<file path="src/rtl/uart_modem_pkg.sv">
package uart_modem_pkg;

    localparam int TIME_W = 32;
    localparam logic [15:0] RST_DIV = 16'd12;

    localparam logic [2:0] A_DLL  = 3'd0;
    localparam logic [2:0] A_IER  = 3'd1;
    localparam logic [2:0] A_LCR  = 3'd3;
    localparam logic [2:0] A_MCR  = 3'd4;
    localparam logic [2:0] A_MSR  = 3'd6;

    // modem lines, packed MSB first: carrier, ring, set-ready, clear-to-send
    typedef struct packed {
        logic dcd;
        logic ri;
        logic dsr;
        logic cts;
    } ms_lines_t;

    typedef struct packed {
        ms_lines_t lvl;
        ms_lines_t dlt;
    } msr_t;

    typedef struct packed {
        logic [2:0] rsv;
        logic       loop;
        logic       out2;
        logic       out1;
        logic       rts;
        logic       dtr;
    } mcr_t;

    localparam msr_t MSR_RST = 8'hB0;
    localparam mcr_t MCR_RST = 8'h08;

    // fold a fresh sample into the status value
    function automatic msr_t msr_merge(msr_t cur, ms_lines_t now);
        msr_t      r;
        ms_lines_t chg;
        chg    = cur.lvl ^ now;
        r.lvl  = now;
        r.dlt  = cur.dlt | chg;
        r.dlt.ri = cur.dlt.ri | (cur.lvl.ri & ~now.ri);
        return r;
    endfunction

    function automatic logic [3:0] frame_bits(logic [3:0] fmt);
        return 4'(fmt[1:0]) + 4'd5 + (fmt[2] ? 4'd2 : 4'd1) + 4'(fmt[3]);
    endfunction

endpackage

</file>
<file path="src/rtl/umc_sync.sv">
module umc_sync #(
    parameter int W = 4
) (
    input  logic         clk,
    input  logic         rst,
    input  logic [W-1:0] d_i,
    output logic [W-1:0] q_o
);
    for (genvar g = 0; g < W; g++) begin : g_bit
        logic meta_q;
        logic stab_q;
        always_ff @(posedge clk) begin
            if (rst) begin
                meta_q <= 1'b0;
                stab_q <= 1'b0;
            end else begin
                meta_q <= d_i[g];
                stab_q <= meta_q;
            end
        end
        assign q_o[g] = stab_q;
    end
endmodule

</file>
<file path="src/rtl/umc_chartime.sv">
module umc_chartime
    import uart_modem_pkg::*;
#(
    parameter int CLK_HZ    = 58_982_400,
    parameter int BASE_BAUD = 115_200
) (
    input  logic              clk,
    input  logic              rst,
    input  logic [3:0]        fmt_i,
    input  logic [15:0]       div_i,
    output logic [TIME_W-1:0] char_o
);
    localparam int UNIT = CLK_HZ / BASE_BAUD;
    localparam logic [TIME_W-1:0] RST_CHAR = TIME_W'(int'(RST_DIV) * UNIT * 6);

    logic [TIME_W-1:0] prod;
    assign prod = TIME_W'(div_i) * TIME_W'(UNIT) * TIME_W'(frame_bits(fmt_i));

    always_ff @(posedge clk) begin
        if (rst) begin
            char_o <= RST_CHAR;
        end else if (div_i != 16'd0) begin
            char_o <= prod;
        end
    end
endmodule

</file>
<file path="src/rtl/umc_timer.sv">
module umc_timer
    import uart_modem_pkg::*;
(
    input  logic              clk,
    input  logic              rst,
    input  logic              load_i,
    input  logic [TIME_W-1:0] val_i,
    input  logic              stop_i,
    output logic              fire_o,
    output logic              armed_o
);
    logic [TIME_W-1:0] cnt_q;
    logic              armed_q;

    assign fire_o  = armed_q && (cnt_q == TIME_W'(1));
    assign armed_o = armed_q;

    always_ff @(posedge clk) begin
        if (rst) begin
            cnt_q   <= '0;
            armed_q <= 1'b0;
        end else if (load_i) begin
            cnt_q   <= val_i;
            armed_q <= 1'b1;
        end else if (stop_i) begin
            armed_q <= 1'b0;
        end else if (armed_q) begin
            if (fire_o) armed_q <= 1'b0;
            else        cnt_q   <= cnt_q - TIME_W'(1);
        end
    end
endmodule

</file>
<file path="src/rtl/uart_modem_ctl.sv">
module uart_modem_ctl
    import uart_modem_pkg::*;
#(
    parameter int CLK_HZ    = 58_982_400,
    parameter int BASE_BAUD = 115_200,
    parameter int POLL_HZ   = 100
) (
    input  logic       clk,
    input  logic       rst,
    input  logic [2:0] bus_addr,
    input  logic       bus_wr,
    input  logic       bus_rd,
    input  logic [7:0] bus_wdata,
    output logic [7:0] bus_rdata,
    input  logic       cts_i,
    input  logic       dsr_i,
    input  logic       ri_i,
    input  logic       dcd_i,
    output logic       rts_o,
    output logic       dtr_o,
    output logic       ms_irq_o
);
    localparam logic [TIME_W-1:0] POLL_CYC = TIME_W'(CLK_HZ / POLL_HZ);

    logic [7:0]        lcr_q;
    logic [3:0]        ier_q;
    logic [15:0]       div_q;
    mcr_t              mcr_q;
    msr_t              msr_q;
    logic              rts_q, dtr_q;

    ms_lines_t         sync_lvl;
    msr_t              msr_live;
    logic [TIME_W-1:0] char_cyc;
    logic              tmr_load, tmr_stop, tmr_fire, tmr_armed;
    logic [TIME_W-1:0] tmr_val;

    logic dlab, wr_dll, wr_dlm, wr_ier, wr_lcr, wr_mcr;
    logic rd_msr_live, mcr_kick, sample;
    mcr_t mcr_new;

    umc_sync #(.W(4)) sync_i (
        .clk (clk),
        .rst (rst),
        .d_i ({dcd_i, ri_i, dsr_i, cts_i}),
        .q_o (sync_lvl)
    );

    umc_chartime #(.CLK_HZ(CLK_HZ), .BASE_BAUD(BASE_BAUD)) ctime_i (
        .clk    (clk),
        .rst    (rst),
        .fmt_i  (lcr_q[3:0]),
        .div_i  (div_q),
        .char_o (char_cyc)
    );

    umc_timer tmr_i (
        .clk     (clk),
        .rst     (rst),
        .load_i  (tmr_load),
        .val_i   (tmr_val),
        .stop_i  (tmr_stop),
        .fire_o  (tmr_fire),
        .armed_o (tmr_armed)
    );

    // address decode
    assign dlab   = lcr_q[7];
    assign wr_dll = bus_wr && (bus_addr == A_DLL) && dlab;
    assign wr_dlm = bus_wr && (bus_addr == A_IER) && dlab;
    assign wr_ier = bus_wr && (bus_addr == A_IER) && !dlab;
    assign wr_lcr = bus_wr && (bus_addr == A_LCR);
    assign wr_mcr = bus_wr && (bus_addr == A_MCR);

    assign mcr_new     = mcr_t'({3'b000, bus_wdata[4:0]});
    assign mcr_kick    = wr_mcr && !mcr_new.loop && (mcr_new != mcr_q);
    assign rd_msr_live = bus_rd && (bus_addr == A_MSR) && !mcr_q.loop;
    assign sample      = tmr_fire || rd_msr_live || (wr_ier && bus_wdata[3]);
    assign msr_live    = msr_merge(msr_q, sync_lvl);

    // sampling timer control: one bus operation per cycle
    always_comb begin
        tmr_load = 1'b0;
        tmr_stop = 1'b0;
        tmr_val  = POLL_CYC;
        if (mcr_kick) begin
            tmr_load = 1'b1;
            tmr_val  = char_cyc;
        end else if (wr_ier) begin
            if (bus_wdata[3]) tmr_load = 1'b1;
            else              tmr_stop = 1'b1;
        end else if (rd_msr_live || tmr_fire) begin
            if (ier_q[3]) tmr_load = 1'b1;
            else          tmr_stop = 1'b1;
        end
    end

    always_ff @(posedge clk) begin
        if (rst) begin
            lcr_q <= 8'h00;
            ier_q <= 4'h0;
            div_q <= RST_DIV;
            mcr_q <= MCR_RST;
            msr_q <= MSR_RST;
            rts_q <= 1'b0;
            dtr_q <= 1'b0;
        end else begin
            if (wr_lcr) lcr_q <= bus_wdata;
            if (wr_ier) ier_q <= bus_wdata[3:0];
            if (wr_dll) div_q[7:0]  <= bus_wdata;
            if (wr_dlm) div_q[15:8] <= bus_wdata;
            if (wr_mcr) mcr_q <= mcr_new;
            if (mcr_kick) begin
                rts_q <= mcr_new.rts;
                dtr_q <= mcr_new.dtr;
            end
            if (rd_msr_live) begin
                msr_q <= '{lvl: msr_live.lvl, dlt: '0};
            end else if (sample) begin
                msr_q <= msr_live;
            end
        end
    end

    always_comb begin
        case (bus_addr)
            A_DLL:   bus_rdata = dlab ? div_q[7:0] : 8'h00;
            A_IER:   bus_rdata = dlab ? div_q[15:8] : {4'h0, ier_q};
            A_LCR:   bus_rdata = lcr_q;
            A_MCR:   bus_rdata = mcr_q;
            A_MSR:   bus_rdata = mcr_q.loop ? {2'b00, mcr_q.dtr, mcr_q.rts, 4'h0} : msr_live;
            default: bus_rdata = 8'h00;
        endcase
    end

    assign rts_o    = rts_q;
    assign dtr_o    = dtr_q;
    assign ms_irq_o = ier_q[3] && (|msr_q.dlt);

endmodule

</file>
<file path="config.mk">
export PLATFORM = sky130hd
export DESIGN_NAME = uart_modem_ctl
export DESIGN_NICKNAME = d
export VERILOG_FILES = /design/src/rtl/uart_modem_pkg.sv /design/src/rtl/umc_sync.sv /design/src/rtl/umc_chartime.sv /design/src/rtl/umc_timer.sv /design/src/rtl/uart_modem_ctl.sv
export SDC_FILE = /design/constraint.sdc
export NUM_CORES = 1
export LEC_CHECK = 0
export BUFFER_PORTS_ARGS = -buffer_cell sky130_fd_sc_hd__buf_2
export CAP_MARGIN = 30
export CORE_ASPECT_RATIO = 2
export CORE_UTILIZATION = 27
export DETAILED_ROUTE_END_ITERATION = 6
export PLACE_DENSITY = 0.49
export SETUP_SLACK_MARGIN = 0.02
export SYNTH_ARGS = -nofsm -noshare
export SYNTH_HDL_FRONTEND = slang
export SYNTH_SLANG_ARGS = --single-unit
</file>
<file path="constraint.sdc">
create_clock -name clk -period 14.2 [get_ports clk]
set_clock_uncertainty 0.1 [all_clocks]
set_input_delay 1.42 -clock clk [delete_from_list [all_inputs] [get_ports clk]]
set_output_delay 1.42 -clock clk [all_outputs]
set_load 0.03 [all_outputs]
</file>
---- After elaboration in Yosys (flattened, before gate mapping) ----
Cells that the tools add are included.
storage, ports and cells
  register bits ........................... 105
  bits in latches ......................... 0
  RAM bits ................................ 0
  bits in read-only memories .............. 0
  input bits .............................. 19
  logic and storage cells ................. 100
  memories ................................ 0
cells by class
  add/subtract/negate cells ............... 4
  $mul .................................... 1
  div/mod/pow operators ................... 0
  $lt $le $gt $ge ......................... 0
  equal/unequal tests ..................... 8
  shift operators ......................... 0
  multiplexer cells ....................... 26
  bitwise operators ....................... 5
  reduce and logical (&&, ||, !) cells .... 26
operators with widths
  kind                   count
  $mux 32                4
  $mux 8                 5
  $pmux 8 s5             1
  $eq 32x1->1 const B    1
  $sub 32x1->32 const B  1
  $mux 30                1
  $mul 16x4->20          1
  $reduce_bool 16->1     1
  $logic_and 1x1->1      14
  $mux 1                 14
  $eq 3x3->1 const B     2
  $ne 5x5->1             1
  $add 2x3->4 const B    1
  $add 4x1->4            1
  $add 4x4->4            1
  $ne 2x1->1 const B     2
  $or 4x4->4             1
  $reduce_bool 2->1      2
  $reduce_or 4->1        1
  $xor 4x4->4            1
  $eq 3x1->1 const B     1
  $eq 3x2->1 const B     1
  $logic_not 1->1        3
  $logic_not 3->1        1
  other kinds (7)        8

---- Depth between registers and ports, before layout ----
Gate-level depths: netlist of the first run.
  depth in word-level cells ............... 9
  depth in mapped cells ................... 20
  gate-level depth less buffers ........... 19

---- Cells and area by module ----
A second synthesis of the first run with hierarchy kept.
second synthesis, totals
  cells, all modules ...................... 942
  area total of the unflattened synthesis .. 7614.8 um2
modules (own cells, without submodules)
  module          instances  cells an instance  area an instance (um2)  sequential area each (um2)
  umc_chartime    1          375                2932.8                  400.4
  uart_modem_ctl  1          297                2392.3                  860.8
  umc_timer       1          250                2049.5                  660.6
  umc_sync        1          20                 240.2                   160.2

---- Least setup slack after synthesis of the first run ----
No wires, ideal clock.
  path kind ............................... register to register
  start point ............................. register lcr_q[3]
  end point ............................... register ctime_i.char_o[25]
  setup time .............................. 0.134 ns
  arrival time ............................ 4.510 ns
  path slack .............................. 9.456 ns
  cell stages (with the launch flop) ...... 21
  path buffers ............................ 1
  cell sequence ........................... dfxtp_1 -> inv_1 -> ha_1 -> inv_1 -> ha_1 -> fa_1 -> xnor2_1 -> clkbuf_1 -> nand2_1 -> fa_1 -> inv_1 -> fa_1 -> inv_1 -> fa_1 -> nor2b_1 -> o31ai_1 -> a21o_1 -> o221a_2 -> and3_1 -> o21ai_0 -> a21oi_1
on the way
  cells in the longest elaborated chain, start to end .. 2
ends and longest elaborated chain
  element                 RTL line               source
  from (decl)             uart_modem_ctl.sv:25   logic [7:0] lcr_q;
  from (signal assigned)  uart_modem_ctl.sv:108  if (wr_lcr) lcr_q <= bus_wdata;
  $add 4x1->4             uart_modem_pkg.sv:49   return 4'(fmt[1:0]) + 4'd5 + (fmt[2] ? 4'd2 : 4'd1) + 4'(fmt[3]);
  $mul 16x4->20           umc_chartime.sv:17     assign prod = TIME_W'(div_i) * TIME_W'(UNIT) * TIME_W'(frame_bits(fmt_i));
  to (signal assigned)    umc_chartime.sv:23     char_o <= prod;
  to (decl)               umc_chartime.sv:11     output logic [TIME_W-1:0] char_o
Every way passes these cells.
A chain may end at the register's enable or synchronous reset.

---- Final worst setup path of the first run ----
  start point ............................. register lcr_q[3]
  end point ............................... register ctime_i.char_o[21]
Same word-level chain as after synthesis.

==> summary.txt, run 1 <==
STA
  – Final setup TNS: 0 ps
  – Period Utilization, post-route: 35.29%
  – RSZ-0062 raised after global routing: no
  – Final worst setup slack: 9189 ps
  – Rel. slew slack: 37.67%
  – Fin. max-slew vios: 0
  – Setup violators final: 0
  – Minimum clock period: 5011 ps
  – Hold_ws: 344.8 ps
  – Worst-Margin Slew: 926.4 ps
  – Fmax achieved: 0.1996 GHz
  – Final Hold Vio Count: 0

Place
  – Dpl hpwl: 15,620 um
  – IO buf count: 29
  – GPL Wtd Cong: 0.8399
  – Pre-CTS WS: 9145 ps
  – Placed Cells: 1,176

Yosys
  – Post-synth top area share: 30.03%
  – Post-synth EDFFs: 0
  – Yosys top cell by area: dfxtp_1
  – Post-synth top flop: dfxtp_1
  – Synthesized area per cell: 8.195 um2
  – Post-synth cell types: 72
  – Top post-synthesis cells by area: dfxtp_1 30%, fa_1 8.7%, nand2_1 5.3%
  – Asr flop ratio synth: 0%
  – Register area share after synthesis: 30.03%
  – Syn Inst Count: 846
  – Syn Nets: 924
  – Yosys reg bits: 104
  – Synth Warn #: 0
  – Cell Area, Synth: 6933 um2

Layout
  – # diodes: 0
  – Final std cells w/o fill: 1,192
  – Area Growth Syn to Fin: 10.41%
  – Fill cells: 2,715
  – Layout cells sized above 1: 9.112%
  – Nets: 929

Clock tree
  – Worst skew pair latency: 370 ps
  – CTS tree: built
  – Clock-pin slew on the worst setup and hold paths: 70 ps
  – H-Tree Level Count: 3
  – Number of gates resized after cts: 0
  – Clk buf depth: 2
  – Clock root cell: clkbuf_16
  – Setup repair bufs after CTS: 0
  – Cts bufs inserted: 9
  – Hold-fix buffers, CTS: 0
  – CTS sink count: 104

Global route
  – Largest net degree at the start of global routing: 62
  – Total GRT Usage: 16.26%
  – First-pass GRT wire length: 32,670 um
  – Initial antenna violation count: 0
  – Vias in the first global route: 6,080
  – Congestion Overflow GR: 0

Worst hold path
  – Hold path start: tmr_i.cnt_q[25]$_SDFFE_PP0P_
  – Hold Crit Class: flop to flop
  – Worst Hold Depth: 2
  – Hold endpoint: tmr_i.cnt_q[25]$_SDFFE_PP0P_

Critical path
  – Critical Path RT: 14,350 ps
  – CP arrival: 5170 ps
  – Critical path's slowest cell: fa_1
  – Startpoint Class: flop
  – CP max stage delay: 680 ps
  – R2r setup slk: 9190 ps
  – R2R Path End: ctime_i.char_o[21]$_SDFFE_PP0P_
  – Family with the most delay on the worst path: adder cells
  – FF-to-FF Start: lcr_q[3]$_SDFFE_PP0P_
  – Worst-path fanout max: 16
  – Critical path type: flop to flop
  – Buffers and inverters on the worst path: 4
  – Crit end category: flop
  – Reg2Reg Depth: 18
  – Crit path cell chain: inv_1 -> ha_1 -> inv_1 -> ha_1 -> fa_1 -> and2_1 -> fa_1 -> inv_1 -> fa_1 -> inv_1 -> ha_1 -> nor2b_1 -> o31ai_1 -> a21oi_1 -> or2_2 -> a21oi_1 -> o21ai_0 -> o311ai_0
  – CP most frequent cell: inv_1

Floorplan
  – Core Area: 25,140 um2
  – Die Area: 26,360 um2
  – Chip Height: 228.6 um
  – # rows: 82
  – Die X: 115.3 um
  – Initial core utilization: 27.58%
  – I/O pin total: 30

Power
  – Clock share of power: 35.6%
  – Power Total: 0.6969 mW
  – Sw power: 0.2224 mW
  – Sw Ratio: 31.91%
  – Pleak: 3.227 nW
  – Pwr/cell area: 91.04 nW/um2
  – P_int: 0.4745 mW
  – Comb pwr share: 19.3%
  – Power share of the sequential group: 45.1%
  – Max VDD drop: 66.37 uV

Detailed routing
  – Routed WL per cell: 16.73 um
  – DR pass1 iterations: 7
  – Routed WL: 19,940 um
  – DR vias: 5,850
  – Remaining antenna violation count: 0
  – Vias per std cell: 4.908
  – DRC: 0
  – Drt first-iter violations: 282

Job
  – Max_cap viols: 0

Outcome
  – Status: finished, final reports clean
## Yosys cell counts, types with 4 or more instances
master     number
nor2b_1        11
or3_1           6
nand2_1        98
or2_2           7
mux2i_1        26
a31oi_1         9
inv_1          69
o21ai_0        28
a21oi_1        66
dfxtp_1       104
ha_1           29
nand2b_1        4
and2_1         53
xor2_1         17
mux2_2          5
a2111oi_2       5
clkbuf_1       32
buf_2           6
fa_1           30
o31ai_1         5
xnor2_1        15
nand3_1        14
o21ai_1         4
nor3_1         17
a22oi_1        10
nor4_1         11
nor2_1         75
a211oi_1        6
o211ai_1       10
nor4b_1         5
a21o_1         11
or4_1           7
## worst reg2reg max path: stages (launching register included)
cell and delay [ps]:
dfxtp_1 360, inv_1 50, ha_1 260, inv_1 40
ha_1 190, fa_1 680, and2_1 280, fa_1 470
inv_1 50, fa_1 540, inv_1 40, ha_1 330
nor2b_1 160, o31ai_1 440, a21oi_1 180, or2_2 330
a21oi_1 210, o21ai_0 90, o311ai_0 90
## power groups by stage
stage / clock [mW] / combinational [mW] / sequential (mW)
final: 0.248 / 0.135 / 0.314
after global routing: 0.267 / 0.150 / 0.316
after CTS: 0.256 / 0.136 / 0.314
after detailed placement: 0 / 0.135 / 0.321
after global placement: 0 / 0.134 / 0.321
after floorplan: 0 / 0.102 / 0.317
## worst max-delay path by stage
| stage | startpoint | endpoint | slack (ps) | cells after the start |
|---|---|---|---|---|
| after floorplan | lcr_q[3]$_SDFFE_PP0P_ | ctime_i.char_o[25]$_SDFFE_PP0P_ | 9460 | 20 |
| after global placement | lcr_q[3]$_SDFFE_PP0P_ | ctime_i.char_o[25]$_SDFFE_PP0P_ | 8770 | 19 |
| after detailed placement | lcr_q[3]$_SDFFE_PP0P_ | ctime_i.char_o[21]$_SDFFE_PP0P_ | 9150 | 18 |
| after CTS | lcr_q[3]$_SDFFE_PP0P_ | ctime_i.char_o[21]$_SDFFE_PP0P_ | 9110 | 18 |
| after global routing | lcr_q[3]$_SDFFE_PP0P_ | ctime_i.char_o[21]$_SDFFE_PP0P_ | 8840 | 19 |
| final | lcr_q[3]$_SDFFE_PP0P_ | ctime_i.char_o[21]$_SDFFE_PP0P_ | 9190 | 18 |
## flip-flops by register name, summed over array words and instances (netlist names)
name / count
rts_o: 1
ier_q: 4
tmr_i.armed_o: 1
div_q: 16
tmr_i.cnt_q: 32
ctime_i.char_o: 20
sync_i.g_bit.meta_q: 4
msr_q: 8
sync_i.g_bit.stab_q: 4
lcr_q: 8
mcr_q: 5
dtr_o: 1
## cells in the final DEF (no fill, tap or decap), drive strengths merged, types with 7 or more instances in the layout
cell,instances
or4,8
inv,71
a21oi,66
and2,54
nor4,12
buf,35
a21o,11
a31oi,9
o21ai,32
mux2i,26
ha,29
o211ai,10
nor3,17
clkbuf,9
nand3,14
a22oi,10
or2,8
nor2,75
nand2,98
xnor2,15
xor2,17
nor2b,11
dfxtp,104
fa,30
a211oi,7
## per-layer routing
metal | track usage (%) | share of wire, % | up-vias | wire length, um
li1 | - | - | 2911 | -
met1 | 15.36 | 36 | 2810 | 7088
met2 | 32.09 | 58 | 82 | 11540
met3 | 2.201 | 1.8 | 47 | 359
met4 | 9.050 | 4.8 | 0 | 954
met5 | 0 | 0 | - | 0
## per-stage QoR
stage,area [um2],util (%)
after floorplan,6933,-
after global placement,7356,29.26
after detailed placement,7363,29.29
after CTS,7655,30.45
after global routing,7655,30.45
final,7655,30.45
## kinds of logic (layout without fill, tap and decap cells)
| logic type | count (synthesis) | count (layout) | share of synthesized area, % |
|---|---|---|---|
| AO/OA/AOI/OAI | 183 | 183 | 17.58 |
| AND/OR/NAND/NOR | 327 | 327 | 23.55 |
| adder cells (fa/ha/maj) | 59 | 59 | 13.90 |
| multiplexers | 31 | 31 | 4.566 |
| flip-flops | 104 | 104 | 30.03 |
| buffers and inverters | 110 | 120 | 6.335 |
| XOR/XNOR | 32 | 32 | 4.043 |
## cell type report
type                            count  area (um2)  area share [%]
Timing Repair Buffer               35       190.2           2.484
Clock inverter                      7       66.31          0.8663
Inverter                           69       259.0           3.383
Clock buffer                        9       225.2           2.942
Multi-Input combinational cell    632        4412           57.63
Tap cell                          336       420.4           5.492
Sequential cell                   104        2082           27.20
Note: power is estimated with default switching activity, not from simulation.
==> run 2: changes to the inputs <==
Settings changed: ABC_AREA set to 1, PLACE_DENSITY 0.49 to 0.51.
Clock period 14.2 ns to 4.6 ns, I/O delays scaled along.
==> run 2 against run 1 <==
Wire length up 17%. Die area rose by 8.4%. Largest cell class unchanged. First-iteration DRC count decreased by 17%. Sequential share of layout area shrank 3.6 points. Final area grew 15%. Utilization rose by 1.7 points. Global-route usage increased by 0.57 points. Critical path depth up 6. Fmax increased by 15%. Setup slack worse by 9000 ps. Worst hold slack got worse by 160 ps.
==> summary.txt, run 2 <==
Floorplan
  – Chip Height: 238.1 um
  – Initial core utilization: 27.42%
  – I/O pin total: 30
  – # rows: 86
  – Core Area: 27,440 um2
  – Die Area: 28,580 um2
  – Die X: 120.0 um

Yosys
  – Post-synth cell types: 50
  – Synthesized area per cell: 6.629 um2
  – Register area share after synthesis: 27.67%
  – Cell Area, Synth: 7523 um2
  – Yosys top cell by area: dfxtp_1
  – Top-count cell post-synth: nand2_1
  – Syn Nets: 1,213
  – Post-synth EDFFs: 0
  – Asr flop ratio synth: 0%
  – Top post-synthesis cells by area: dfxtp_1 28%, nand2_1 11%, inv_1 9.6%
  – Post-synth top area share: 27.67%
  – Post-synth top flop: dfxtp_1
  – Syn Inst Count: 1,135
  – Synth Warn #: 0
  – Yosys reg bits: 104
  – Commonest cells post-synth: 229 x nand2_1, 192 x inv_1, 165 x nor2_1

Layout
  – Nets: 1,267
  – Max reg flops: 32
  – # diodes: 0
  – Area Growth Syn to Fin: 17.45%
  – Layout cells sized above 1: 13.15%
  – Final instance area: 8836 um2
  – Commonest non-fill, non-tap cells in the layout: 226 x nand2_1, 190 x inv_1, 162 x nor2_1, 102 x dfxtp_1, 84 x nand3_1
  – Most common cell after layout, fill and taps aside: nand2_1
  – Biggest register: tmr_i.cnt_q
  – Regs by FF count: tmr_i.cnt_q: 32 flops, ctime_i.char_o: 20 flops, div_q: 16 flops

Global route
  – Vias in the first global route: 7,311
  – Total GRT Usage: 16.83%
  – Largest net degree at the start of global routing: 52
  – Congestion Overflow GR: 0
  – Initial antenna violation count: 0
  – First-pass GRT wire length: 37,050 um

Detailed routing
  – DR vias: 7,212
  – Top Layer Used: met4
  – Routed WL per cell: 15.04 um
  – Metal3 WL: 387 um
  – Remaining antenna violation count: 0
  – Drt first-iter violations: 234
  – DR pass1 iterations: 4
  – Vias per std cell: 4.665
  – WL met2: 13,340 um
  – Routed WL: 23,250 um
  – Met1 WL: 7929 um
  – DRC: 0

Outcome
  – Status: finished, final reports clean

Clock tree
  – Clk buf depth: 2
  – CTS sink count: 104
  – Clock root cell: clkbuf_16
  – H-Tree Level Count: 3
  – Hold-fix buffers, CTS: 0
  – Cts bufs inserted: 9
  – Clock-pin slew on the worst setup and hold paths: 90 ps
  – Worst skew pair latency: 370 ps
  – CTS tree: built

Critical path
  – Worst-path fanout max: 6
  – Critical path's slowest cell: fa_1
  – Family with the most delay on the worst path: adder cells
  – Buffers and inverters on the worst path: 9
  – Critical Path RT: 4760 ps
  – CP most frequent cell: inv_1
  – Crit path cell chain: inv_2 -> ha_4 -> inv_2 -> ha_4 -> fa_2 -> xor2_2 -> buf_6 -> nor2_1 -> fa_1 -> inv_1 -> fa_1 -> inv_1 -> ha_1 -> buf_4 -> nand2_1 -> o21ai_2 -> a21oi_2 -> buf_4 -> inv_1 -> nand4_1 -> nand3_1 -> nand3_1 -> nand2_1 -> inv_1
  – CP arrival: 4540 ps
  – CP max stage delay: 530 ps
  – Startpoint Class: flop
  – Crit end category: flop
  – Critical path type: flop to flop

Power
  – Power Total: 2.399 mW
  – Max VDD drop: 166.4 uV
  – Pwr/cell area: 271.5 nW/um2
  – Pleak: 4.469 nW

STA
  – Period Utilization, post-route: 95.08%
  – Fin. max-slew vios: 0
  – Setup violators final: 0
  – Final worst setup slack: 226.3 ps
  – Hold_ws: 188.4 ps
  – Final Hold Vio Count: 0
  – Fmax achieved: 0.2286 GHz
  – Rel. slew slack: 39.27%
  – Worst-Margin Slew: 911.0 ps
  – Minimum clock period: 4374 ps

Place
  – IO buf count: 29
  – Placed cell areas: 8189 um2
  – GPL Wtd Cong: 0.8776
  – Pre-CTS WS: -194.9 ps
  – Dpl hpwl: 18,610 um

Job
  – Max_cap viols: 0

Worst hold path
  – Hold Crit Class: input pin to flop
run 2: cell types whose count changed in the layout (fill, tap and decap cells not counted), moves of 10 or more:
cell / before / now
nor3_1: 17 / 7
mux2i_1: 26 / 0
nor4_1: 11 / 1
nand2_1: 98 / 226
o21ai_0: 28 / 71
nand3_1: 14 / 84
inv_1: 69 / 190
and2_1: 53 / 0
nor2_1: 75 / 162
buf_4: 6 / 47
nor2b_1: 11 / 0
run 2: power breakdown:
part	leakage, nW	internal (mW)	switching, mW	total [mW]
logic	3.48	0.242	0.392	0.633
clock network	0.147	0.390	0.416	0.806
registers	0.845	0.934	0.0259	0.960
total	4.47	1.57	0.833	2.40
run 2: final cells by class:
class	instances	area, um2
Clock inverter	7	85.08
Inverter	198	745.7
Clock buffer	9	225.2
Fill cell	3051	18600
Sequential cell	104	2085
Timing Repair Buffer	79	540.5
Multi-Input combinational cell	797	4715
Tap cell	352	440.4
run 2: tightest hold or removal path, delay by kind of cell:
family / cells / cell delay, ps
AND/OR/NAND/NOR: 1 / 30
buffers and inverters: 2 / 130
run 2: kinds of logic after synthesis:
group | after synthesis | share of synthesized area (%)
AO/OA/AOI/OAI | 188 | 14.12
XOR/XNOR | 29 | 3.376
adder cells (fa/ha/maj) | 59 | 12.81
buffers and inverters | 234 | 12.54
flip-flops | 104 | 27.67
AND/OR/NAND/NOR | 521 | 29.49
run 2: repair_timing:
action / 4_1_cts / 5_1_grt
cloned: 0 / 1
endpoints found under the setup margin: 10 / 12
pin swaps: 1 / 22
gates resized for setup: 8 / 42
setup buffers: 2 / 10
run 2: final timing paths:
path / start / endpoint / slack, ps / cells past startpoint
worst min register to register: sync_i.g_bit[0].meta_q$_SDFF_PP0_ / sync_i.g_bit[0].stab_q$_SDFF_PP0_ / 310 / 2
worst max register to register: lcr_q[3]$_SDFFE_PP0P_ / ctime_i.char_o[26]$_SDFFE_PP0P_ / 230 / 24
worst max-delay path: lcr_q[3]$_SDFFE_PP0P_ / ctime_i.char_o[26]$_SDFFE_PP0P_ / 230 / 24
worst min-delay path: cts_i / sync_i.g_bit[0].meta_q$_SDFF_PP0_ / 190 / 3
run 2: per-stage QoR:
step | cells | utilization [%] | TNS [ps]
global placement | 1517 | 29.85 | -1015
detailed placement | 1517 | 29.85 | -1181
floorplan | 1135 | - | -9.335
CTS | 1535 | 31.14 | 0
finish | 1546 | 32.20 | 0
global route | 1546 | 32.20 | -17.36
run 2: routing by layer:
metal | GRT usage [%] | up-vias
li1 | - | 3687
met1 | 14.56 | 3337
met2 | 34.36 | 117
met3 | 1.625 | 71
met4 | 12.20 | 0
met5 | 0 | -
